[src/rtl/csd_fir_pkg.sv]
package csd_fir_pkg;
  localparam int unsigned DEF_TAPS  = 8;
  localparam int unsigned DEF_IN_W  = 12;
  localparam int unsigned DEF_ACC_W = 24;
  localparam int unsigned DEF_SH_W  = 3;

  // signed weight of a two-digit coefficient
  function automatic int digit_pair(input bit neg_hi, input int unsigned sh_hi,
                                    input bit neg_lo, input int unsigned sh_lo);
    int hi, lo;
    hi = 1 << sh_hi;
    lo = 1 << sh_lo;
    return (neg_hi ? -hi : hi) + (neg_lo ? -lo : lo);
  endfunction
endpackage

[src/rtl/csd_term.sv]
module csd_term #(
  parameter int unsigned IN_W  = 12,
  parameter int unsigned ACC_W = 24,
  parameter int unsigned SHIFT = 0,
  parameter bit          NEG   = 1'b0
) (
  input  logic [IN_W-1:0]  x,
  output logic [ACC_W-1:0] term
);
  localparam int unsigned EXT_W = ACC_W - IN_W;

  logic [ACC_W-1:0] ext;
  logic [ACC_W-1:0] shifted;

  assign ext     = {{EXT_W{x[IN_W-1]}}, x};
  assign shifted = ext << SHIFT;

  generate
    if (NEG) begin : g_inv
      // the +1 of the negation is injected by the compressor
      assign term = ~shifted;
    end else begin : g_pass
      assign term = shifted;
    end
  endgenerate
endmodule

[src/rtl/csa3.sv]
module csa3 #(
  parameter int unsigned W = 24
) (
  input  logic [W-1:0] a,
  input  logic [W-1:0] b,
  input  logic [W-1:0] c,
  input  logic         lsb_in,
  output logic [W-1:0] s,
  output logic [W-1:0] k
);
  logic [W-2:0] maj;

  assign s   = a ^ b ^ c;
  assign maj = (a[W-2:0] & b[W-2:0]) | (a[W-2:0] & c[W-2:0]) | (b[W-2:0] & c[W-2:0]);
  assign k   = {maj, lsb_in};
endmodule

[src/rtl/csd_tap.sv]
module csd_tap #(
  parameter int unsigned IN_W   = 12,
  parameter int unsigned ACC_W  = 24,
  parameter bit          ACTIVE = 1'b1,
  parameter bit          NEG_HI = 1'b0,
  parameter int unsigned SH_HI  = 0,
  parameter bit          NEG_LO = 1'b0,
  parameter int unsigned SH_LO  = 0
) (
  input  logic             clk,
  input  logic             rst,
  input  logic             adv,
  input  logic [IN_W-1:0]  x,
  input  logic [ACC_W-1:0] in_sum,
  input  logic [ACC_W-1:0] in_carry,
  output logic [ACC_W-1:0] out_sum,
  output logic [ACC_W-1:0] out_carry
);
  import csd_fir_pkg::*;

  logic [ACC_W-1:0] sum_d, carry_d;
  logic [ACC_W-1:0] sum_q, carry_q;

  generate
    if (ACTIVE) begin : g_active
      localparam int COEF = digit_pair(NEG_HI, SH_HI, NEG_LO, SH_LO);
      logic [ACC_W-1:0] t_hi, t_lo, s1, k1;
      logic [ACC_W-1:0] want;

      csd_term #(.IN_W(IN_W), .ACC_W(ACC_W), .SHIFT(SH_HI), .NEG(NEG_HI)) u_hi (
        .x(x), .term(t_hi));
      csd_term #(.IN_W(IN_W), .ACC_W(ACC_W), .SHIFT(SH_LO), .NEG(NEG_LO)) u_lo (
        .x(x), .term(t_lo));

      // 4:2 compression as two chained 3:2 stages; the vacated carry LSBs
      // take the +1 corrections of the inverted copies
      csa3 #(.W(ACC_W)) u_c1 (
        .a(t_hi), .b(t_lo), .c(in_sum), .lsb_in(NEG_HI), .s(s1), .k(k1));
      csa3 #(.W(ACC_W)) u_c2 (
        .a(s1), .b(k1), .c(in_carry), .lsb_in(NEG_LO), .s(sum_d), .k(carry_d));

      assign want = in_sum + in_carry + ACC_W'($signed(x) * COEF);

      // the stored pair equals coefficient times sample plus incoming pair
      a_r3_stage_exact: assert property (@(posedge clk) disable iff (rst)
        adv |=> (sum_q + carry_q) == $past(want));
    end else begin : g_zero
      logic tap_unused_x;
      assign tap_unused_x = ^x;
      assign sum_d   = in_sum;
      assign carry_d = in_carry;

      a_r6_zero_pass: assert property (@(posedge clk) disable iff (rst)
        adv |=> (sum_q == $past(in_sum)) && (carry_q == $past(in_carry)));
    end
  endgenerate

  always_ff @(posedge clk) begin
    if (rst) begin
      sum_q   <= '0;
      carry_q <= '0;
    end else if (adv) begin
      sum_q   <= sum_d;
      carry_q <= carry_d;
    end
  end

  assign out_sum   = sum_q;
  assign out_carry = carry_q;

  a_r7_stage_hold: assert property (@(posedge clk) disable iff (rst)
    !adv |=> $stable(sum_q) && $stable(carry_q));
endmodule

[src/rtl/csd_fir.sv]
module csd_fir #(
  parameter int unsigned TAPS  = csd_fir_pkg::DEF_TAPS,
  parameter int unsigned IN_W  = csd_fir_pkg::DEF_IN_W,
  parameter int unsigned ACC_W = csd_fir_pkg::DEF_ACC_W,
  parameter int unsigned SH_W  = csd_fir_pkg::DEF_SH_W,
  parameter logic [TAPS-1:0]           TAP_EN   = 8'b1011_1101,
  parameter logic [TAPS-1:0]           NEG_HI   = 8'b1000_0001,
  parameter logic [TAPS-1:0]           NEG_LO   = 8'b0010_0101,
  parameter logic [TAPS-1:0][SH_W-1:0] SHIFT_HI = {3'd2, 3'd0, 3'd4, 3'd4, 3'd4, 3'd4, 3'd0, 3'd2},
  parameter logic [TAPS-1:0][SH_W-1:0] SHIFT_LO = {3'd0, 3'd0, 3'd1, 3'd2, 3'd2, 3'd1, 3'd0, 3'd0}
) (
  input  logic             clk,
  input  logic             rst,
  input  logic             in_valid,
  input  logic [IN_W-1:0]  in_sample,
  output logic             out_valid,
  output logic [ACC_W-1:0] out_sum,
  output logic [ACC_W-1:0] out_carry
);
  logic [IN_W-1:0]  x_q;
  logic             xv_q;
  logic             tv_q;
  logic [ACC_W-1:0] s_chain [TAPS+1];
  logic [ACC_W-1:0] c_chain [TAPS+1];

  // input stage
  always_ff @(posedge clk) begin
    if (rst) begin
      x_q  <= '0;
      xv_q <= 1'b0;
    end else begin
      x_q  <= in_sample;
      xv_q <= in_valid;
    end
  end

  assign s_chain[TAPS] = '0;
  assign c_chain[TAPS] = '0;

  // transposed delay line: tap k adds c[k]*x to the pair from tap k+1
  generate
    for (genvar k = 0; k < TAPS; k++) begin : g_tap
      csd_tap #(
        .IN_W(IN_W), .ACC_W(ACC_W),
        .ACTIVE(TAP_EN[k]),
        .NEG_HI(NEG_HI[k]), .SH_HI(int'(SHIFT_HI[k])),
        .NEG_LO(NEG_LO[k]), .SH_LO(int'(SHIFT_LO[k]))
      ) u_tap (
        .clk(clk), .rst(rst), .adv(xv_q), .x(x_q),
        .in_sum(s_chain[k+1]), .in_carry(c_chain[k+1]),
        .out_sum(s_chain[k]), .out_carry(c_chain[k]));
    end
  endgenerate

  // output stage
  always_ff @(posedge clk) begin
    if (rst) begin
      tv_q      <= 1'b0;
      out_valid <= 1'b0;
      out_sum   <= '0;
      out_carry <= '0;
    end else begin
      tv_q      <= xv_q;
      out_valid <= tv_q;
      out_sum   <= s_chain[0];
      out_carry <= c_chain[0];
    end
  end

  a_r2_valid_rise: assert property (@(posedge clk) disable iff (rst)
    in_valid |-> ##3 out_valid);
  a_r2_valid_idle: assert property (@(posedge clk) disable iff (rst)
    !in_valid |-> ##3 !out_valid);
  a_r7_output_hold: assert property (@(posedge clk) disable iff (rst)
    !in_valid |-> ##3 ($stable(out_sum) && $stable(out_carry)));
endmodule

[config.mk]
export PLATFORM = sky130hd
export DESIGN_NAME = csd_fir
export DESIGN_NICKNAME = d
export VERILOG_FILES = /design/src/rtl/csd_fir_pkg.sv /design/src/rtl/csd_term.sv /design/src/rtl/csa3.sv /design/src/rtl/csd_tap.sv /design/src/rtl/csd_fir.sv
export SDC_FILE = /design/constraint.sdc
export NUM_CORES = 1
export LEC_CHECK = 0
export ABC_CLOCK_PERIOD_IN_PS = 3600
export BUFFER_PORTS_ARGS = -buffer_cell sky130_fd_sc_hd__buf_2
export CORE_UTILIZATION = 39
export DETAILED_ROUTE_END_ITERATION = 16
export MAX_ROUTING_LAYER = met4
export PLACE_DENSITY = 0.52
export SYNTH_ARGS = -nofsm -noshare
export SYNTH_HDL_FRONTEND = slang
export SYNTH_SLANG_ARGS = --single-unit
[constraint.sdc]
create_clock -name clk -period 3.6 [get_ports clk]
set_input_delay 0.36 -clock clk [delete_from_list [all_inputs] [get_ports clk]]
set_output_delay 0.36 -clock clk [all_outputs]
set_load 0.005 [all_outputs]
== Yosys cells after proc, flatten, opt, wreduce, memory -nomap -nowiden ==
Index checks and enable logic that the tools add are counted.

* Bits in registers: 443

* Bitwise gates (word level): 73

{| class="wikitable"
|+ Operators with widths
! cell !! count
|-
| 23-bit AND || 30
|-
| 24-bit bitwise XOR || 20
|-
| 23-bit bitwise OR || 20
|-
| 24-bit NOT || 3
|}

== Depth between registers and ports, before layout ==
Gate-level depths: netlist of run 1.

* Depth after elaboration: 7
* Gate-level depth with buffers: 7
* Gate-level depth less buffers: 6

== Modules after synthesis ==
A second synthesis of run 1 with hierarchy kept.

* Cells, all modules: 1,980
* Area, all modules: 23,431.2 um^2

{| class="wikitable"
|+ By module, submodules not included
! module !! area an instance (um^2) !! times used !! cells an instance
|-
| csa3 || 491.7 || 12 || 25
|-
| csd_tap (g_tap[2].u_tap ...) || 1,736.7 || 3 || 157
|-
| csd_tap (g_tap[0].u_tap ...) || 1,732.9 || 3 || 156
|-
| csd_tap (g_tap[1].u_tap ...) || 1,729.2 || 2 || 155
|-
| csd_fir || 1,689.1 || 1 || 133
|-
| csd_term (g_tap[2].u_tap.g_active.u_hi ...) || 183.9 || 6 || 25
|-
| csd_term (g_tap[0].u_tap.g_active.u_hi ...) || 138.9 || 4 || 25
|-
| csd_term (g_tap[7].u_tap.g_active.u_lo) || 180.2 || 1 || 24
|-
| csd_term (g_tap[0].u_tap.g_active.u_lo) || 135.1 || 1 || 24
|}

== Least setup slack after synthesis of run 1 ==
OpenSTA, ideal clock, no wires.

* Path type: register -> register
* From: register x_q[11]
* To: register g_tap[3].u_tap.sum_q[13]
* Period minus slack after synthesis: 2.522 ns
* Arrival time: 2.436 ns
* Buffers on the path: 1
* Cell stages (with the launch flop): 6
* Required time: 3.514 ns
* Slack: 1.078 ns
* Path through: dfxtp_1 > clkbuf_1 > inv_1 > fa_1 > fa_1 > a211oi_1

* Cells in the longest elaborated chain, start to end: 4

{| class="wikitable"
|+ RTL lines
! element !! RTL line !! source
|-
| from (decl) || csd_fir.sv:20 || <nowiki>logic [IN_W-1:0] x_q;</nowiki>
|-
| from (signal assigned) || csd_fir.sv:32 || <nowiki>x_q <= in_sample;</nowiki>
|-
| 24-bit bitwise XOR (4 in series) || csa3.sv:13 || <nowiki>assign s = a ^ b ^ c;</nowiki>
|-
| to (signal assigned) || csd_tap.sv:63 || <nowiki>sum_q <= sum_d;</nowiki>
|-
| to (decl) || csd_tap.sv:22 || <nowiki>logic [ACC_W-1:0] sum_q, carry_q;</nowiki>
|}

Every way passes these cells.
A chain may end at the register's enable or synchronous reset.

== Worst setup path in the final report of run 1 ==
* From: register x_q[5]
* To: register g_tap[4].u_tap.sum_q[7]

* Cells in the longest elaborated chain, start to end: 4

{| class="wikitable"
|+ RTL lines
! element !! RTL line
|-
| 24-bit bitwise XOR (4 in series) || csa3.sv:13
|-
| to (signal assigned) || csd_tap.sv:63
|-
| to (decl) || csd_tap.sv:22
|}

Every way passes these cells.

==> impl_metrics.json, run 1 <==
{
  "critPathBufInv": 1,
  "dieArea_sq_um": 41480,
  "synth-seq-area-share_pct": 42.91,
  "worstPathArrival_ps": 2830,
  "place_congestion": 0.7090,
  "period_needed_ps": 2392,
  "syn2layout_area_growth_pct": 10.29,
  "antenna_cells": 0,
  "cts_resized": 0,
  "syn_inst": 1443,
  "worst_ep_required_time_ps": 4040,
  "crit_type": "flop to flop",
  "fin_nets": 1671,
  "critPathMaxStageDelay_ps": 650,
  "clk_latency_ps": 530,
  "grt_pass1_wl_um": 46440,
  "synth_area_per_cell_sq_um": 10.99,
  "postCtsHoldBufs": 0,
  "drtPass1Iterations": 4,
  "hold_viol": 0,
  "dp_hpwl_um": 16940,
  "cp_max_fo": 11,
  "final_area_sq_um": 17490,
  "layout-drive-gt1-share_pct": 9.920,
  "die_w_um": 203.7,
  "peakVddDrop_mv": 0.2578,
  "dieHeight_um": 203.7,
  "io_pins": 64,
  "num_rows": 73,
  "cts_buffer_depth": 3,
  "cp_cell_sequence": "inv_1 -> fa_1 -> fa_1 -> a211oi_1",
  "final_antenna_net_count": 0,
  "drv_slew": 0,
  "crit_top_cell": "fa_1",
  "synth_warnings": 0,
  "grt_overflow": 0,
  "fin_worst_skew_ps": 20.16,
  "p_leak_nw": 7.034,
  "via_count": 9037,
  "cts-root-buf": "clkbuf_16",
  "fin_setup_tns_ps": 0,
  "placement.setup.worst_slack_ps": 1197,
  "synth-seq-cells": 340,
  "rsz0062_at_grt": "no",
  "max_slew_margin_pct": 44.11,
  "endpoint_kind": "flop",
  "htreeDepth": 2,
  "synth_cell_types": 22,
  "setup-violations-final": 0,
  "cts_tree": "done",
  "synth_nets": 1649,
  "numCtsBuffers": 39,
  "status": "completed",
  "power_mw": 8.944,
  "route.detailed.wl_per_inst_um": 13.28,
  "synth_area_sq_um": 15860,
  "post_cts_buffers": 0,
  "drt_drc_violations_left": 0,
  "clkTransAtPathRegs_ps": 60,
  "worst_slew_pin_slew_ps": 837.4,
  "min_path_type": "input pin to flop",
  "critPathLaunchType": "flop",
  "fin_crit_sh_pct": 66.44,
  "port_buffers": 63,
  "first_global_vias": 9125,
  "fin_cells": 2017,
  "cts.sinks": 340,
  "max_freq_ghz": 0.4181,
  "power.density_nw_per_um2": 511.3,
  "track_usage_pct": 14.03,
  "grt_max_degree": 112,
  "place_area_sq_um": 16220,
  "drt_wl_total_um": 26780,
  "cp_slowest_cell": "inv_1",
  "cp_top_family": "adder cells",
  "grt_antenna_before_repair": 0,
  "core-area_sq_um": 39910,
  "n_fill_cell": 3764,
  "place_inst": 1949,
  "viasPerCell": 4.480,
  "drtIter0Drc": 348,
  "postLayoutSetupSlackWorst_ps": 1208,
  "start_util_pct": 39.74,
  "maxCapViolCount": 0
}
[registers in the layout, summed over array words and instances, names as in the netlist]
| register | flops |
|---|---|
| g_tap.u_tap.out_sum | 143 |
| g_tap.u_tap.out_carry | 139 |
| out_carry | 22 |
| out_sum | 21 |
| x_q | 12 |
| out_valid | 1 |
| tv_q | 1 |
| xv_q | 1 |
[power breakdown]
group	internal [mW]	switching (mW)	total (mW)
registers	3.96	0.120	4.08
clock network	2.37	1.52	3.89
logic	0.429	0.544	0.973
[cell type report]
cell class	count	area, sq um	area share (%)
Inverter	187	701.9	4.012
Clock buffer	60	1207	6.902
Multi-Input combinational cell	820	7505	42.90
Tap cell	525	656.9	3.755
Sequential cell	340	6810	38.93
Clock inverter	8	70.07	0.4005
Timing Repair Buffer	77	543.0	3.104
[worst paths after layout]
kind / cells after the start / slack [ps] / start / end
setup / recovery: 4 / 1210 / x_q[5]$_SDFF_PP0_ / g_tap[4].u_tap.out_sum[7]$_SDFFE_PP0P_
setup reg to reg: 4 / 1210 / x_q[5]$_SDFF_PP0_ / g_tap[4].u_tap.out_sum[7]$_SDFFE_PP0P_
hold reg to reg: 1 / 430 / tv_q$_SDFF_PP0_ / out_valid$_SDFF_PP0_
hold / removal: 2 / 40 / in_sample[6] / x_q[6]$_SDFF_PP0_
[kinds of logic after synthesis]
kind of cell    Yosys count  synth area share [%]
compound gates           95                 4.772
mux                     189                 11.93
flops                   340                 42.91
simple gates            342                 9.087
buf+inv                 283                 9.781
fa+ha+maj               191                 21.36
xor+xnor                  3                0.1657
[cells in the mapped netlist, drive strengths merged]
cell type | number | area, sq um
dfxtp | 340 | 6807
nor2 | 279 | 1047
mux2i | 189 | 1892
inv | 187 | 701.9
fa | 133 | 2663
a211oi | 87 | 703.2
buf | 77 | 778.3
ha | 58 | 725.7
nor2b | 58 | 362.9
clkbuf | 19 | 71.32
nand2b | 4 | 25.02
a311oi | 3 | 26.28
xnor2 | 3 | 26.28
a21oi | 2 | 10.01
o21ai | 2 | 10.01
o31ai | 1 | 7.510
or2 | 1 | 6.260
[through the flow]
step           hold WS [ps]  utilization, %
6_report              42.86           43.83
5_1_grt               33.73           43.83
4_1_cts               21.38           43.83
3_5_place_dp          424.7           40.63
3_3_place_gp          421.0           40.63
2_1_floorplan         413.8               -
[cells in the final DEF (no fill, tap or decap), drive strengths merged, types with 5 or more instances in the layout]
master / netlist / layout
clkbuf: 19 / 60
dfxtp: 340 / 340
clkinv: 0 / 5
a211oi: 87 / 87
nor2b: 58 / 58
buf: 77 / 77
mux2i: 189 / 189
nor2: 279 / 279
inv: 187 / 187
fa: 133 / 133
ha: 58 / 58
[routing by layer]
metal	global-route usage, %	vias to the layer above	share of wire, %
met3	2.445	41	3.1
met2	21.14	80	44
met4	4.216	0	2.2
li1	-	4600	-
met1	19.20	4316	51
met5	-	-	0
No activity file was read; power rests on OpenSTA's default activity.
==> inputs of run 2 (changes only) <==
ABC_AREA = 1   (was unset)
ABC_CLOCK_PERIOD_IN_PS = 2300   (was 3600)
clock period = 2.3 ns   (was 3.6 ns; I/O delays follow)
==> impl_metrics.json, run 2 <==
{
  "yosysTopAreaCell": "dfxtp_1",
  "reg2reg_to": "g_tap[0].u_tap.out_sum[10]$_SDFFE_PP0P_",
  "num_rows": 71,
  "synth-edff-count": 0,
  "largest_register_ffs": 143,
  "layout-drive-gt1-share_pct": 9.845,
  "start_util_pct": 39.82,
  "route.detailed.wl_per_inst_um": 13.21,
  "critPathLaunchType": "flop",
  "synth_area_sq_um": 15110,
  "cts_tree": "done",
  "final_common_cell": "nor2_1",
  "cts_buffer_depth": 3,
  "met2_length_um": 12450,
  "synth-async-reset-ratio_pct": 0,
  "postCtsHoldBufs": 13,
  "track_usage_pct": 16.39,
  "final_antenna_net_count": 0,
  "crit_type": "flop to flop",
  "die_w_um": 198.8,
  "wl_met3_um": 1016,
  "synthTopCellsByArea": "dfxtp_1, fa_1, nor2_1",
  "fin_cells": 2248,
  "grt_pass1_wl_um": 50310,
  "viasPerCell": 4.524,
  "grt_antenna_before_repair": 0,
  "dieArea_sq_um": 39520,
  "max_slew_margin_pct": 33.00,
  "core-area_sq_um": 37930,
  "cp-endpoint": "g_tap[0].u_tap.out_sum[10]$_SDFFE_PP0P_",
  "synth_area_per_cell_sq_um": 9.083,
  "fin_crit_sh_pct": 91.45,
  "peakVddDrop_mv": 0.5165,
  "critPathLaunch": "x_q[8]$_SDFF_PP0_",
  "met1_length_um": 15520,
  "rsz0062_at_grt": "no",
  "post_cts_buffers": 0,
  "cts.sinks": 340,
  "synth.top_cell.area_share_pct": 45.06,
  "max_freq_ghz": 0.4754,
  "clkTransAtPathRegs_ps": 60,
  "cp_max_fo": 6,
  "synth_cell_types": 18,
  "drv_slew": 0,
  "drtIter0Drc": 576,
  "period_needed_ps": 2103,
  "fin_nets": 1917,
  "reg.largest.list": "g_tap.u_tap.out_sum x143, g_tap.u_tap.out_carry x139, out_carry x22",
  "place_inst": 2168,
  "reg2reg_slack_ps": 200,
  "synth_warnings": 0,
  "synth-seq-area-share_pct": 45.06,
  "drt_wl_total_um": 29710,
  "grt_max_degree": 249,
  "grt_overflow": 0,
  "final_area_sq_um": 17300,
  "fin_setup_tns_ps": 0,
  "synth_nets": 1869,
  "synth-seq-cells": 340,
  "cts_resized": 0,
  "endpoint_kind": "flop",
  "hold_viol": 0,
  "min_path_type": "input pin to flop",
  "htreeDepth": 2,
  "setup-violations-final": 0,
  "worst-r2r-cell-count": 6,
  "synthFlopType": "dfxtp_1",
  "layout_common_cells": "nor2_1, dfxtp_1, inv_1",
  "place_congestion": 0.7662,
  "maxCapViolCount": 0,
  "synth_commonest_cells": "nor2_1, dfxtp_1, inv_1",
  "power_mw": 14.30,
  "r2r-start": "x_q[8]$_SDFF_PP0_",
  "regMostFlops": "g_tap.u_tap.out_sum",
  "syn2layout_area_growth_pct": 14.51,
  "drt_drc_violations_left": 0,
  "first_global_vias": 9893,
  "top_layer": "met4",
  "place_area_sq_um": 15880,
  "drtPass1Iterations": 5,
  "worst_ep_required_time_ps": 2720,
  "clk_latency_ps": 530,
  "status": "completed",
  "antenna_cells": 0,
  "p_leak_nw": 7.590,
  "synthMostInstantiatedCell": "nor2_1",
  "numCtsBuffers": 39,
  "dp_hpwl_um": 18860,
  "port_buffers": 63,
  "syn_inst": 1663,
  "cts-root-buf": "clkbuf_16",
  "dieHeight_um": 198.8,
  "fin_worst_skew_ps": 10.20,
  "io_pins": 64,
  "worst_slew_pin_slew_ps": 1005,
  "via_count": 10170,
  "worstPathArrival_ps": 2520,
  "power.density_nw_per_um2": 826.5
}
run 2: cell types whose count changed in the layout (fill, tap and decap cells not counted), sizes merged, moves of 58 or more:
cell,change
a211oi,-87
mux2i,-189
a21oi,+148
o21ai,+237
nor2b,-58
nor2,+92
inv,+63
run 2: kinds of logic (layout without fill, tap and decap cells):
group / Yosys count / count (layout) / synth area share (%)
AND/OR/NAND/NOR: 383 / 383 / 9.625
adder cells (fa/ha/maj): 191 / 191 / 22.43
buffers and inverters: 360 / 434 / 9.997
flip-flops: 340 / 340 / 45.06
AO/OA/AOI/OAI: 389 / 389 / 12.89
run 2: area by class of cell:
| class | count | area, sq um |
|---|---|---|
| Fill cell | 3760 | 20630 |
| Sequential cell | 340 | 6812 |
| Multi-Input combinational cell | 963 | 6789 |
| Clock buffer | 58 | 1210 |
| Inverter | 250 | 945.9 |
| Timing Repair Buffer | 117 | 828.3 |
| Tap cell | 511 | 639.4 |
| Clock inverter | 9 | 73.82 |
run 2: metrics by stage:
step,util (%),hold slack (ps),worst slack (ps)
global route,45.60,179.3,3.582
finish,45.60,165.0,196.7
CTS,45.60,146.7,143.2
floorplan,-,329.6,53.03
global placement,41.87,390.9,209.6
detailed placement,41.87,394.4,174.9
run 2: where the power goes:
| part | total, mW | switching [mW] | internal (mW) |
|---|---|---|---|
| Clock | 6.10 | 2.37 | 3.73 |
| Combinational | 1.72 | 1.04 | 0.682 |
| Sequential | 6.48 | 0.178 | 6.30 |
| Total | 14.3 | 3.58 | 10.7 |
run 2: how the worst min path moves through the flow:
stage | start | to | cells past startpoint
final | rst | g_tap[1].u_tap.out_sum[1]$_SDFFE_PP0P_ | 4
after CTS | rst | g_tap[1].u_tap.out_sum[4]$_SDFFE_PP0P_ | 4
after detailed placement | tv_q$_SDFF_PP0_ | out_valid$_SDFF_PP0_ | 2
after global placement | tv_q$_SDFF_PP0_ | out_valid$_SDFF_PP0_ | 2
after global routing | rst | g_tap[1].u_tap.out_carry[4]$_SDFFE_PP0P_ | 4
after floorplan | in_sample[11] | x_q[11]$_SDFF_PP0_ | 2
run 2: worst max-delay path, cell delays in order, from the launching register on:
cell and delay (ps):
dfxtp_1 440, inv_1 220, buf_4 240, fa_1 530
fa_1 410, nor2_1 110, nor2_1 50
run 2: routing by layer:
metal / track usage, % / vias to the layer above
li1: - / 5239
met1: 23.31 / 4742
met2: 23.82 / 137
met3: 2.594 / 53
met4: 5.014 / 0
met5: - / -
==> inputs of run 3 (changes only) <==
CORE_UTILIZATION = 45   (was 39)
PLACE_DENSITY = 0.58   (was 0.52)
==> impl_metrics.json, run 3 (synthesis gave the netlist of run 2 again) <==
{
  "status": "completed",
  "cts_resized": 0,
  "layout-drive-gt1-share_pct": 9.584,
  "met1_length_um": 15220,
  "start_util_pct": 46.08,
  "final_area_sq_um": 17130,
  "hold_viol": 0,
  "grt_overflow": 0,
  "drtIter0Drc": 611,
  "final_antenna_net_count": 0,
  "dieArea_sq_um": 34300,
  "maxCapViolCount": 0,
  "wl_met3_um": 1022,
  "clk_latency_ps": 520,
  "power_frac_seq_pct": 46.3,
  "min_path_type": "input pin to flop",
  "fin_nets": 1913,
  "power.density_nw_per_um2": 816.6,
  "period_needed_ps": 2075,
  "postLayoutSetupSlackWorst_ps": 224.6,
  "p_sw_share_pct": 25.29,
  "p_sw_mw": 3.539,
  "fin_worst_skew_ps": 22.54,
  "regArea_sq_um": 6812,
  "dieHeight_um": 185.2,
  "fin_setup_tns_ps": 0,
  "grt_max_degree": 186,
  "p_leak_nw": 7.536,
  "dp_hpwl_um": 18260,
  "worstPathArrival_ps": 2480,
  "fin_crit_sh_pct": 90.23,
  "top_layer": "met4",
  "power_mw": 13.99,
  "io_pins": 64,
  "drv_slew": 0,
  "reg.largest.list": "g_tap.u_tap.out_sum x143, g_tap.u_tap.out_carry x139, out_carry x22",
  "n_fill_cell": 3051,
  "min_path_cells": 3,
  "cp_slowest_cell": "fa_1",
  "numCtsBuffers": 37,
  "setup-violations-final": 0,
  "critPathLaunchType": "flop",
  "drt_wl_total_um": 28700,
  "viasPerCell": 4.642,
  "crit_type": "flop to flop",
  "critPathMaxStageDelay_ps": 520,
  "grt_pass1_wl_um": 49310,
  "clkTransAtPathRegs_ps": 60,
  "cts_buffer_depth": 3,
  "multi_input_area_sq_um": 6789,
  "place_area_sq_um": 15810,
  "post_cts_buffers": 0,
  "grt_antenna_before_repair": 1,
  "met2_length_um": 12030,
  "cts_tree": "done",
  "largest_register_ffs": 143,
  "cp_max_fo": 6,
  "hold_ws_ps": 199.3,
  "track_usage_pct": 18.35,
  "drt_drc_violations_left": 0,
  "final_common_cell": "nor2_1",
  "route.detailed.wl_per_inst_um": 13.20,
  "combinationalPowerShare_pct": 12.3,
  "place_congestion": 0.7866,
  "die_w_um": 185.2,
  "antenna_cells": 0,
  "rsz0062_at_grt": "no",
  "endpoint_kind": "flop",
  "syn2layout_area_growth_pct": 13.43,
  "htreeDepth": 2,
  "num_rows": 66,
  "port_buffers": 63,
  "drtPass1Iterations": 5,
  "cts.sinks": 340,
  "worst-r2r-cell-count": 6,
  "max_freq_ghz": 0.4818,
  "layout_common_cells": "nor2_1, dfxtp_1, inv_1",
  "cp_cell_sequence": "inv_1 -> buf_4 -> fa_1 -> fa_1 -> nor2_1 -> nor2_1",
  "p_clk_share_pct": 41.4,
  "core-area_sq_um": 32780,
  "internal-power_mw": 10.45,
  "worst_ep_required_time_ps": 2710,
  "placement.setup.worst_slack_ps": 206.1,
  "reg2reg_slack_ps": 220,
  "first_global_vias": 9728,
  "max_slew_margin_pct": 44.71,
  "regMostFlops": "g_tap.u_tap.out_sum",
  "via_count": 10090,
  "postCtsHoldBufs": 13,
  "worst_slew_pin_slew_ps": 829.4,
  "peakVddDrop_mv": 0.4630,
  "cts-root-buf": "clkbuf_16"
}
==> run 3: layer usage <==
| metal | up-vias | global-route usage (%) |
|---|---|---|
| met1 | 4685 | 26.88 |
| met3 | 29 | 2.772 |
| met5 | - | - |
| met4 | 0 | 4.397 |
| met2 | 157 | 26.44 |
| li1 | 5220 | - |
==> run 3: through the flow <==
| step | instances | utilization (%) |
|---|---|---|
| CTS | 2174 | 52.26 |
| global route | 2174 | 52.26 |
| detailed placement | 2097 | 48.22 |
| floorplan | 1663 | - |
| global placement | 2097 | 48.22 |
| finish | 2174 | 52.26 |
==> run 3: area by class of cell <==
cell class	count	share of cell area, %
flip-flops and latches	340	39.75
well taps	442	3.228
inverters	250	5.521
multi-input cells	963	39.62
clock inverters	13	0.7449
repair buffers	115	4.893
clock buffers	51	6.236
==> run 3: final timing paths <==
path / to / startpoint
worst max-delay path: g_tap[0].u_tap.out_sum[7]$_SDFFE_PP0P_ / x_q[5]$_SDFF_PP0_
worst min-delay path: out_valid$_SDFF_PP0_ / rst
worst max register to register: g_tap[0].u_tap.out_sum[7]$_SDFFE_PP0P_ / x_q[5]$_SDFF_PP0_
worst min register to register: out_valid$_SDFF_PP0_ / tv_q$_SDFF_PP0_
==> run 3: worst max-delay path, delay by kind of cell, from the launching register on <==
family | cells | cell delay, ps
flip-flops | 1 | 420
adder cells (fa/ha/maj) | 2 | 940
AND/OR/NAND/NOR | 2 | 170
buffers and inverters | 2 | 460
==> run 3: power by group through the flow <==
stage / clock network (mW) / registers, mW / logic, mW
after floorplan: 0 / 6.58 / 1.27
after global placement: 0 / 6.60 / 1.68
after detailed placement: 0 / 6.61 / 1.71
after CTS: 5.97 / 6.48 / 1.75
after global routing: 6.25 / 6.53 / 2.05
final: 5.80 / 6.48 / 1.71
